===== config.mk =====
export PLATFORM = sky130hd
export DESIGN_NAME = parity_check_latch
export DESIGN_NICKNAME = d
export VERILOG_FILES = /design/src/rtl/parchk_pkg.sv /design/src/rtl/parchk_datapath.sv /design/src/rtl/parchk_control.sv /design/src/rtl/parity_check_latch.sv
export SDC_FILE = /design/constraint.sdc
export NUM_CORES = 1
export LEC_CHECK = 0
export ABC_AREA = 1
export BUFFER_PORTS_ARGS = -buffer_cell sky130_fd_sc_hd__buf_4
export CAP_MARGIN = 20
export CORE_UTILIZATION = 30
export DETAILED_ROUTE_END_ITERATION = 16
export PLACE_DENSITY = 0.53
export SLEW_MARGIN = 30
export SYNTH_ARGS = -nofsm -noshare
export SYNTH_HDL_FRONTEND = slang
export SYNTH_SLANG_ARGS = --single-unit

===== constraint.sdc =====
create_clock -name clk -period 1.39 [get_ports clk]
set_input_delay 0.2085 -clock clk [delete_from_list [all_inputs] [get_ports clk]]
set_output_delay 0.2085 -clock clk [all_outputs]
set_load 0.02 [all_outputs]

===== src/rtl/parchk_pkg.sv =====
package parchk_pkg;

  localparam int dataW     = 25;
  localparam int pipeDepth = 2;

  typedef struct packed {
    logic advance;
    logic lateMode;
    logic splitMode;
  } strobe_t;

  // Lane k (1-based) maps to bit k-1.
  function automatic logic [dataW-1:0] laneMask(input int topLane, input logic denseLow);
    logic [dataW-1:0] m;
    m = '0;
    for (int i = 0; i < dataW; i++) begin
      if (denseLow)
        m[i] = ((i + 1) <= 6) || ((i + 1) == 8) || ((i + 1) == 9) ||
               ((i + 1) == 10) || ((i + 1) == 12) || ((i + 1) == 13);
      else
        m[i] = ((i + 1) == 2) || ((i + 1) == 3) || ((i + 1) == 5) || ((i + 1) == 6) ||
               (((i + 1) >= 8) && ((i + 1) <= topLane));
    end
    return m;
  endfunction

  localparam logic [dataW-1:0] maskFull  = laneMask(dataW, 1'b0);
  localparam logic [dataW-1:0] maskFirst = laneMask(14, 1'b0);
  localparam logic [dataW-1:0] maskSecond = laneMask(0, 1'b1);

endpackage


===== src/rtl/parchk_datapath.sv =====
module parchk_datapath
  import parchk_pkg::*;
(
  input  logic             clk,
  input  logic             rstN,
  input  logic [dataW-1:0] dataIn,
  input  logic             parityIn,
  input  strobe_t          stb,
  output logic             checkBit,
  output logic             partialOut
);

  logic [dataW-1:0]     selMask;
  logic [pipeDepth-1:0] parPipe;
  logic                 freshPar;
  logic                 tapPar;

  always_comb begin
    if (!stb.splitMode)    selMask = maskFull;
    else if (stb.lateMode) selMask = maskSecond;
    else                   selMask = maskFirst;
  end

  assign freshPar = ^(dataIn & selMask);
  assign tapPar   = stb.lateMode ? parPipe[pipeDepth-1] : parPipe[0];
  assign checkBit = tapPar ^ parityIn;

  always_ff @(posedge clk or negedge rstN) begin
    if (!rstN) begin
      parPipe    <= '0;
      partialOut <= 1'b0;
    end else if (stb.advance) begin
      parPipe    <= {parPipe[pipeDepth-2:0], freshPar};
      partialOut <= checkBit;
    end
  end


  gate_holds_partial_chk: assert property (@(posedge clk) disable iff (!rstN)
    !stb.advance |=> $stable(partialOut));


  gate_holds_pipe_chk: assert property (@(posedge clk) disable iff (!rstN)
    !stb.advance |=> $stable(parPipe));

endmodule


===== src/rtl/parchk_control.sv =====
module parchk_control
  import parchk_pkg::*;
#(
  parameter int holdCycles = 2
) (
  input  logic    clk,
  input  logic    rstN,
  input  logic    selN,
  input  logic    selAltN,
  input  logic    cfgLate,
  input  logic    cfgSplit,
  input  logic    checkBit,
  input  logic    partialOut,
  output strobe_t stb,
  output logic    errN
);

  localparam int cntW = (holdCycles > 2) ? $clog2(holdCycles) : 1;
  localparam logic [cntW-1:0] holdLoad = cntW'(holdCycles - 1);

  logic [cntW-1:0] holdCnt;
  logic            newErr;

  always_comb begin
    stb.advance   = !(selN && selAltN);
    stb.lateMode  = cfgLate;
    stb.splitMode = cfgSplit;
  end

  // Unsplit: error follows the registered partial parity one edge later.
  assign newErr = cfgSplit ? checkBit : partialOut;

  always_ff @(posedge clk or negedge rstN) begin
    if (!rstN) begin
      errN    <= 1'b1;
      holdCnt <= '0;
    end else if (stb.advance) begin
      if (newErr) begin
        errN    <= 1'b0;
        holdCnt <= holdLoad;
      end else if (!errN) begin
        if (holdCnt != '0) holdCnt <= holdCnt - 1'b1;
        else               errN    <= 1'b1;
      end
    end
  end


  min_low_chk: assert property (@(posedge clk) disable iff (!rstN)
    $fell(errN) |=> !errN);


  fall_cause_chk: assert property (@(posedge clk) disable iff (!rstN)
    $fell(errN) |-> $past(stb.advance && newErr));


  restart_chk: assert property (@(posedge clk) disable iff (!rstN)
    (stb.advance && newErr) |=> !errN);


  gate_holds_err_chk: assert property (@(posedge clk) disable iff (!rstN)
    (selN && selAltN) |=> $stable(errN));


  unsplit_delay_chk: assert property (@(posedge clk) disable iff (!rstN)
    (!cfgSplit && stb.advance && partialOut) |=> !errN);

endmodule


===== src/rtl/parity_check_latch.sv =====
module parity_check_latch
  import parchk_pkg::*;
#(
  parameter int holdCycles = 2
) (
  input  logic             clk,
  input  logic             rstN,
  input  logic [dataW-1:0] dataIn,
  input  logic             parityIn,
  input  logic             selN,
  input  logic             selAltN,
  input  logic             cfgLate,
  input  logic             cfgSplit,
  output logic             partialOut,
  output logic             errN
);

  strobe_t stb;
  logic    checkBit;

  parchk_control #(.holdCycles(holdCycles)) u_control (
    .clk        (clk),
    .rstN       (rstN),
    .selN       (selN),
    .selAltN    (selAltN),
    .cfgLate    (cfgLate),
    .cfgSplit   (cfgSplit),
    .checkBit   (checkBit),
    .partialOut (partialOut),
    .stb        (stb),
    .errN       (errN)
  );

  parchk_datapath u_datapath (
    .clk        (clk),
    .rstN       (rstN),
    .dataIn     (dataIn),
    .parityIn   (parityIn),
    .stb        (stb),
    .checkBit   (checkBit),
    .partialOut (partialOut)
  );

endmodule


### Word-level counts from Yosys, hierarchy flattened

Index checks and enable logic that the tools add are counted.

* memory bits (writable): 0
* register bits: 5
* bits in latches: 0
* output and inout port bits: 2
* bits of input ports: 32
* logic and storage cells: 22
* memory bits (read-only): 0
* memories: 0

* multipliers: 0
* equal/unequal tests: 1
* reductions and logical operators: 3
* shift operators: 0
* bitwise logic cells: 3
* magnitude comparators: 0
* add/subtract/negate cells: 1
* muxes and demuxes: 10
* divide/modulo/power cells: 0

Operators with widths (number)
* bitwise AND 25 bit: 1
* 2-to-1 mux 25 bit: 1
* XOR reduction 25 bit: 1
* 2-to-1 mux 14 bit: 1
* 2-to-1 mux 1 bit: 8
* inequality test 2 bit (second input constant): 1
* AND reduction 2 bit: 1
* logical AND 1 bit: 1
* NOT 1 bit: 1
* subtractor 1 bit (second input constant): 1
* XOR 1 bit: 1

### Logic depth before layout (Yosys ltp)

* depth in word-level cells: 5
* mapped depth: 13
* mapped depth without buffers: 13

### By module

A second synthesis with hierarchy kept.

* cell total of the unflattened synthesis: 142
* area, all modules: 723.2 um^2

By module, submodules not included
* parchk_datapath: cells each 123, sequential area each 75.1 um^2, area an instance 594.3 um^2, instances 1
* parchk_control: cells each 19, sequential area each 51.3 um^2, area an instance 128.9 um^2, instances 1

### Least setup slack after synthesis

Ideal clock, no wire load.

* path type: input -> register
* start: input dataIn[22]
* end: register u_datapath.parPipe[0]
* setup time: 0.118 ns
* arrival: 0.949 ns
* required time: 1.272 ns
* buffers on the path: 0
* stages on the path: 9
* setup slack: 0.324 ns
* cell sequence: or2_1 > nand3_1 > nand2_1 > nand3_1 > nand2_1 > nor2_1 > nand3_1 > nand3_1 > nand2_1

* word-level cells in the longest chain between the ends: 2

RTL lines
* from (decl): RTL line parity_check_latch.sv:8 `input logic [dataW-1:0] dataIn,`
* bitwise AND 25 bit: RTL line parchk_datapath.sv:24 `assign freshPar = ^(dataIn & selMask);`
* XOR reduction 25 bit: RTL line parchk_datapath.sv:24
* to (signal assigned): RTL line parchk_datapath.sv:33 `parPipe <= {parPipe[pipeDepth-2:0], freshPar};`
* to (decl): RTL line parchk_datapath.sv:14 `logic [pipeDepth-1:0] parPipe;`

Every way passes these cells.
A chain may end at the register's enable or synchronous reset.

### Worst setup path in the final report

* start: register u_datapath.parPipe[0]
* end: register u_control.errN

* word-level cells in the longest chain between the ends: 4

RTL lines
* 2-to-1 mux 1 bit: RTL line parchk_datapath.sv:25 `assign tapPar = stb.lateMode ? parPipe[pipeDepth-1] : parPipe[0];`
* XOR 1 bit: RTL line parchk_datapath.sv:26 `assign checkBit = tapPar ^ parityIn;`
* 2-to-1 mux 1 bit: RTL line parchk_control.sv:31 `assign newErr = cfgSplit ? checkBit : partialOut;`
* 2-to-1 mux 1 bit: RTL line parchk_control.sv:38 `if (newErr) begin`
* to (signal assigned): RTL line parchk_control.sv:35 `errN <= 1'b1;`
* to (signal assigned): RTL line parchk_control.sv:39 `errN <= 1'b0;`
* to (signal assigned): RTL line parchk_control.sv:43 `else errN <= 1'b1;`
* to (decl): RTL line parchk_control.sv:15 `output logic errN`

Every way passes these cells.

==> results.md <==
* Critical path's top delay family: compound AO/OA/AOI/OAI gates
* Worst hold path startpoint: parityIn
* CP Cell Sequence: o21ai_0 -> xnor2_1 -> o21ai_0 -> o21a_1
* Synth Cell Area at 707 um2
* PwrDens at 766 nW/um2
* Drt via density at 4.43
* Worst IR drop on VDD at 0.538 mV
* Startpoint types: flop
* Die width at 50.5 um
* Total track usage at between 10 and 15%
* Largest net degree at the start of global routing at 7
* Nets at 210
* Global-route wire length before repair at roughly 3000 um
* CP most frequent cell: o21ai_0
* DR pass1 iterations at 4
* Clock Sinks at 5
* Clock buffer count from CTS at 3
* H-tree depth at 1
* Area Overhead vs Synth at 45.1%
* Max-slew violations at 0
* Most numerous cell in the Yosys netlist: nand2_1
* Initial core utilization at 32.0%
* Layout cells sized above 1 at 23.7%
* TritonCTS clock tree: yes
* Core Area at between 2000 and 2500 um2
* Min Hold Slack at 0.270 ns
* Post-route ant nets at 0
* Worst-path fanout max at 3
* Die height at between 50 and 60 um
* Top_reg_cell synth: dfrtp_1
* Remaining DRCs at 0
* Row count at 17
* GPL Wtd Cong at 0.766
* Terminus of the critical flop-to-flop path: u_control.errN
* Hold Crit Depth at 4
* Setup bufs post-CTS at 0
* Die footprint at between 2000 and 3000 um2
* FF-to-FF setup slack at 0.25 ns
* Crit. End Element: flop
* GR Overflow Total at 0
* Async SR Flop Fraction at 100%
* Status: finished clean
* Io pins at 34
* Syn Nets at 171
* Sequential fraction of the synthesis area at between 15 and 20%
* Number of fill cells at 244
* Number of port buffers at 32
* Number of synthesis warnings at 0
* Rel. slew slack at 83.0%
* Max incr delay on CP at ~0.38 ns
* Ant diodes at 0
* Starting DRT DRC Count at 7
* Worst Hold Class: in2reg
* Root buf cell: clkbuf_4
* Tmin final at 1.14 ns
* RSZ-0062 raised after global routing: false
* Req. time, crit path at roughly 1.6 ns
* Max cap viols at 0
* Post-CTS Resized at 0
* RR Startpoint: u_datapath.parPipe[0]
* CTS hold repair buffers at 1
* Syn avg cell area at 5.09 um2
* Hpwl dp at 1380 um
* Leakage at 0.650 nW
* Number of antenna violations at the first check in global routing at 0
* Synth Register Bits at 5
* Fin. Hold Viols at 0
* CP Buf/Inv Count at 0
* Final wirelength at 1600 um
* Clock Latency Late Sink at 0.25 ns
* Cell variety after synth at 14
* Cells on worst reg2reg path at 4
* Post-synth EDFFs at 0
* Crit path DAT at 1.33 ns
* Slowest-stage cell, CP: dfrtp_1
* Fmax at ~900 MHz
* Clk_skew at 0.00416 ns
* Synthesized instance count at approximately 140
* Maximum root-to-sink buffer count at 2
* Commonest cells post-synth: nand2_1 (58), inv_1 (27), nand3_1 (26), nor2_1 (5), o21ai_0 (5)
* Share of the synthesized area in the top cell type at 30.8%
* Routed via count at 908
* Post-route setup TNS at 0 ns
* Ranking of synthesized cells by area: nand2_1 (31%), nand3_1 (18%), inv_1 (14%), dfrtp_1 (14%), dfstp_2 (3.7%)
* Tcrit/Tclk final at 81.7%
* # setup viols final at 0
* CTS clock-pin slew for the worst setup and hold paths at 0.05 ns
* Area leader, netlist: nand2_1
* Wire per inst at slightly below 8 um
* Number of global-route vias before repair at between 800 and 900
* Worst slew pin tran at ~0.25 ns
* Hold Crit Endpoint: u_datapath.partialOut
* Crit path kind: reg2reg
-- cell families after synthesis --
kind of cell           after synthesis  synth area share, %
AO/OA/AOI/OAI                        8                 6.02
XOR/XNOR                             3                 3.72
buffers and inverters               27                 14.3
flip-flops                           5                 17.9
AND/OR/NAND/NOR                     96                 58.1
-- flip-flops by register name, indices dropped and copies added, names as in the netlist --
register and flops:
u_datapath.parPipe 2, u_control.errN 1, u_control.holdCnt 1, u_datapath.partialOut 1
-- cell type report --
class / count / area (um2) / share of cell area, %
sequential: 5 / 126 / 12.3
timing repair buffer: 34 / 258 / 25.1
multi-input combinational: 107 / 479 / 46.7
clock buffer: 4 / 26.3 / 2.56
tap: 28 / 35.0 / 3.41
inverter: 27 / 101 / 9.88
-- through the flow --
stage / setup slack, ns / power, W / util, % / instance area, um2 / std cells
2_1_floorplan: 0.324 / 0.000462 / - / 707 / 139
3_3_place_gp: 0.128 / 0.000603 / 44.7 / 990 / 200
3_5_place_dp: 0.101 / 0.000615 / 44.7 / 990 / 200
4_1_cts: 0.238 / 0.000799 / 46.4 / 1030 / 205
5_1_grt: 0.139 / 0.000883 / 46.4 / 1030 / 205
6_report: 0.254 / 0.000786 / 46.4 / 1030 / 205
-- power by group --
group          internal (W)  total, W  switching, W
Sequential         0.000200  0.000224     0.0000242
Combinational      0.000182  0.000387      0.000205
Clock              0.000109  0.000175     0.0000660
Total              0.000491  0.000786      0.000295
-- placed cells by master, fill, tap and decap left out, drive strengths merged --
cell type	instances
o21ai	5
dfstp	1
xnor2	3
inv	27
nand4	1
clkbuf	4
nand3	26
dlygate4sd3	1
buf	33
or2	1
o21a	1
dfrtp	4
nor2	6
a21oi	2
nand2	62
-- how the worst max path moves through the flow --
stage	from	end	cells after the start
4_1_cts	u_datapath.parPipe[0]	u_control.errN	4
3_3_place_gp	dataIn[22]	u_datapath.parPipe[0]	10
2_1_floorplan	dataIn[22]	u_datapath.parPipe[0]	9
5_1_grt	u_datapath.parPipe[0]	u_control.holdCnt	4
6_report	u_datapath.parPipe[0]	u_control.errN	4
3_5_place_dp	dataIn[22]	u_datapath.parPipe[0]	10
-- tightest hold or removal path: stages --
cell and delay, ns:
buf_4 0.08, xnor2_1 0.07, nand2_1 0.05, o21ai_0 0.06
-- routing by layer --
layer / global-route usage [%] / part of all wire (%) / up-vias
li1: - / - / 504
met2: 28.7 / 50 / 23
met4: 1.39 / 0 / 0
met1: 16.5 / 44 / 381
met3: 4.55 / 5.7 / 0
met5: 0 / 0 / -
Note: power is estimated with default switching activity, not from simulation.
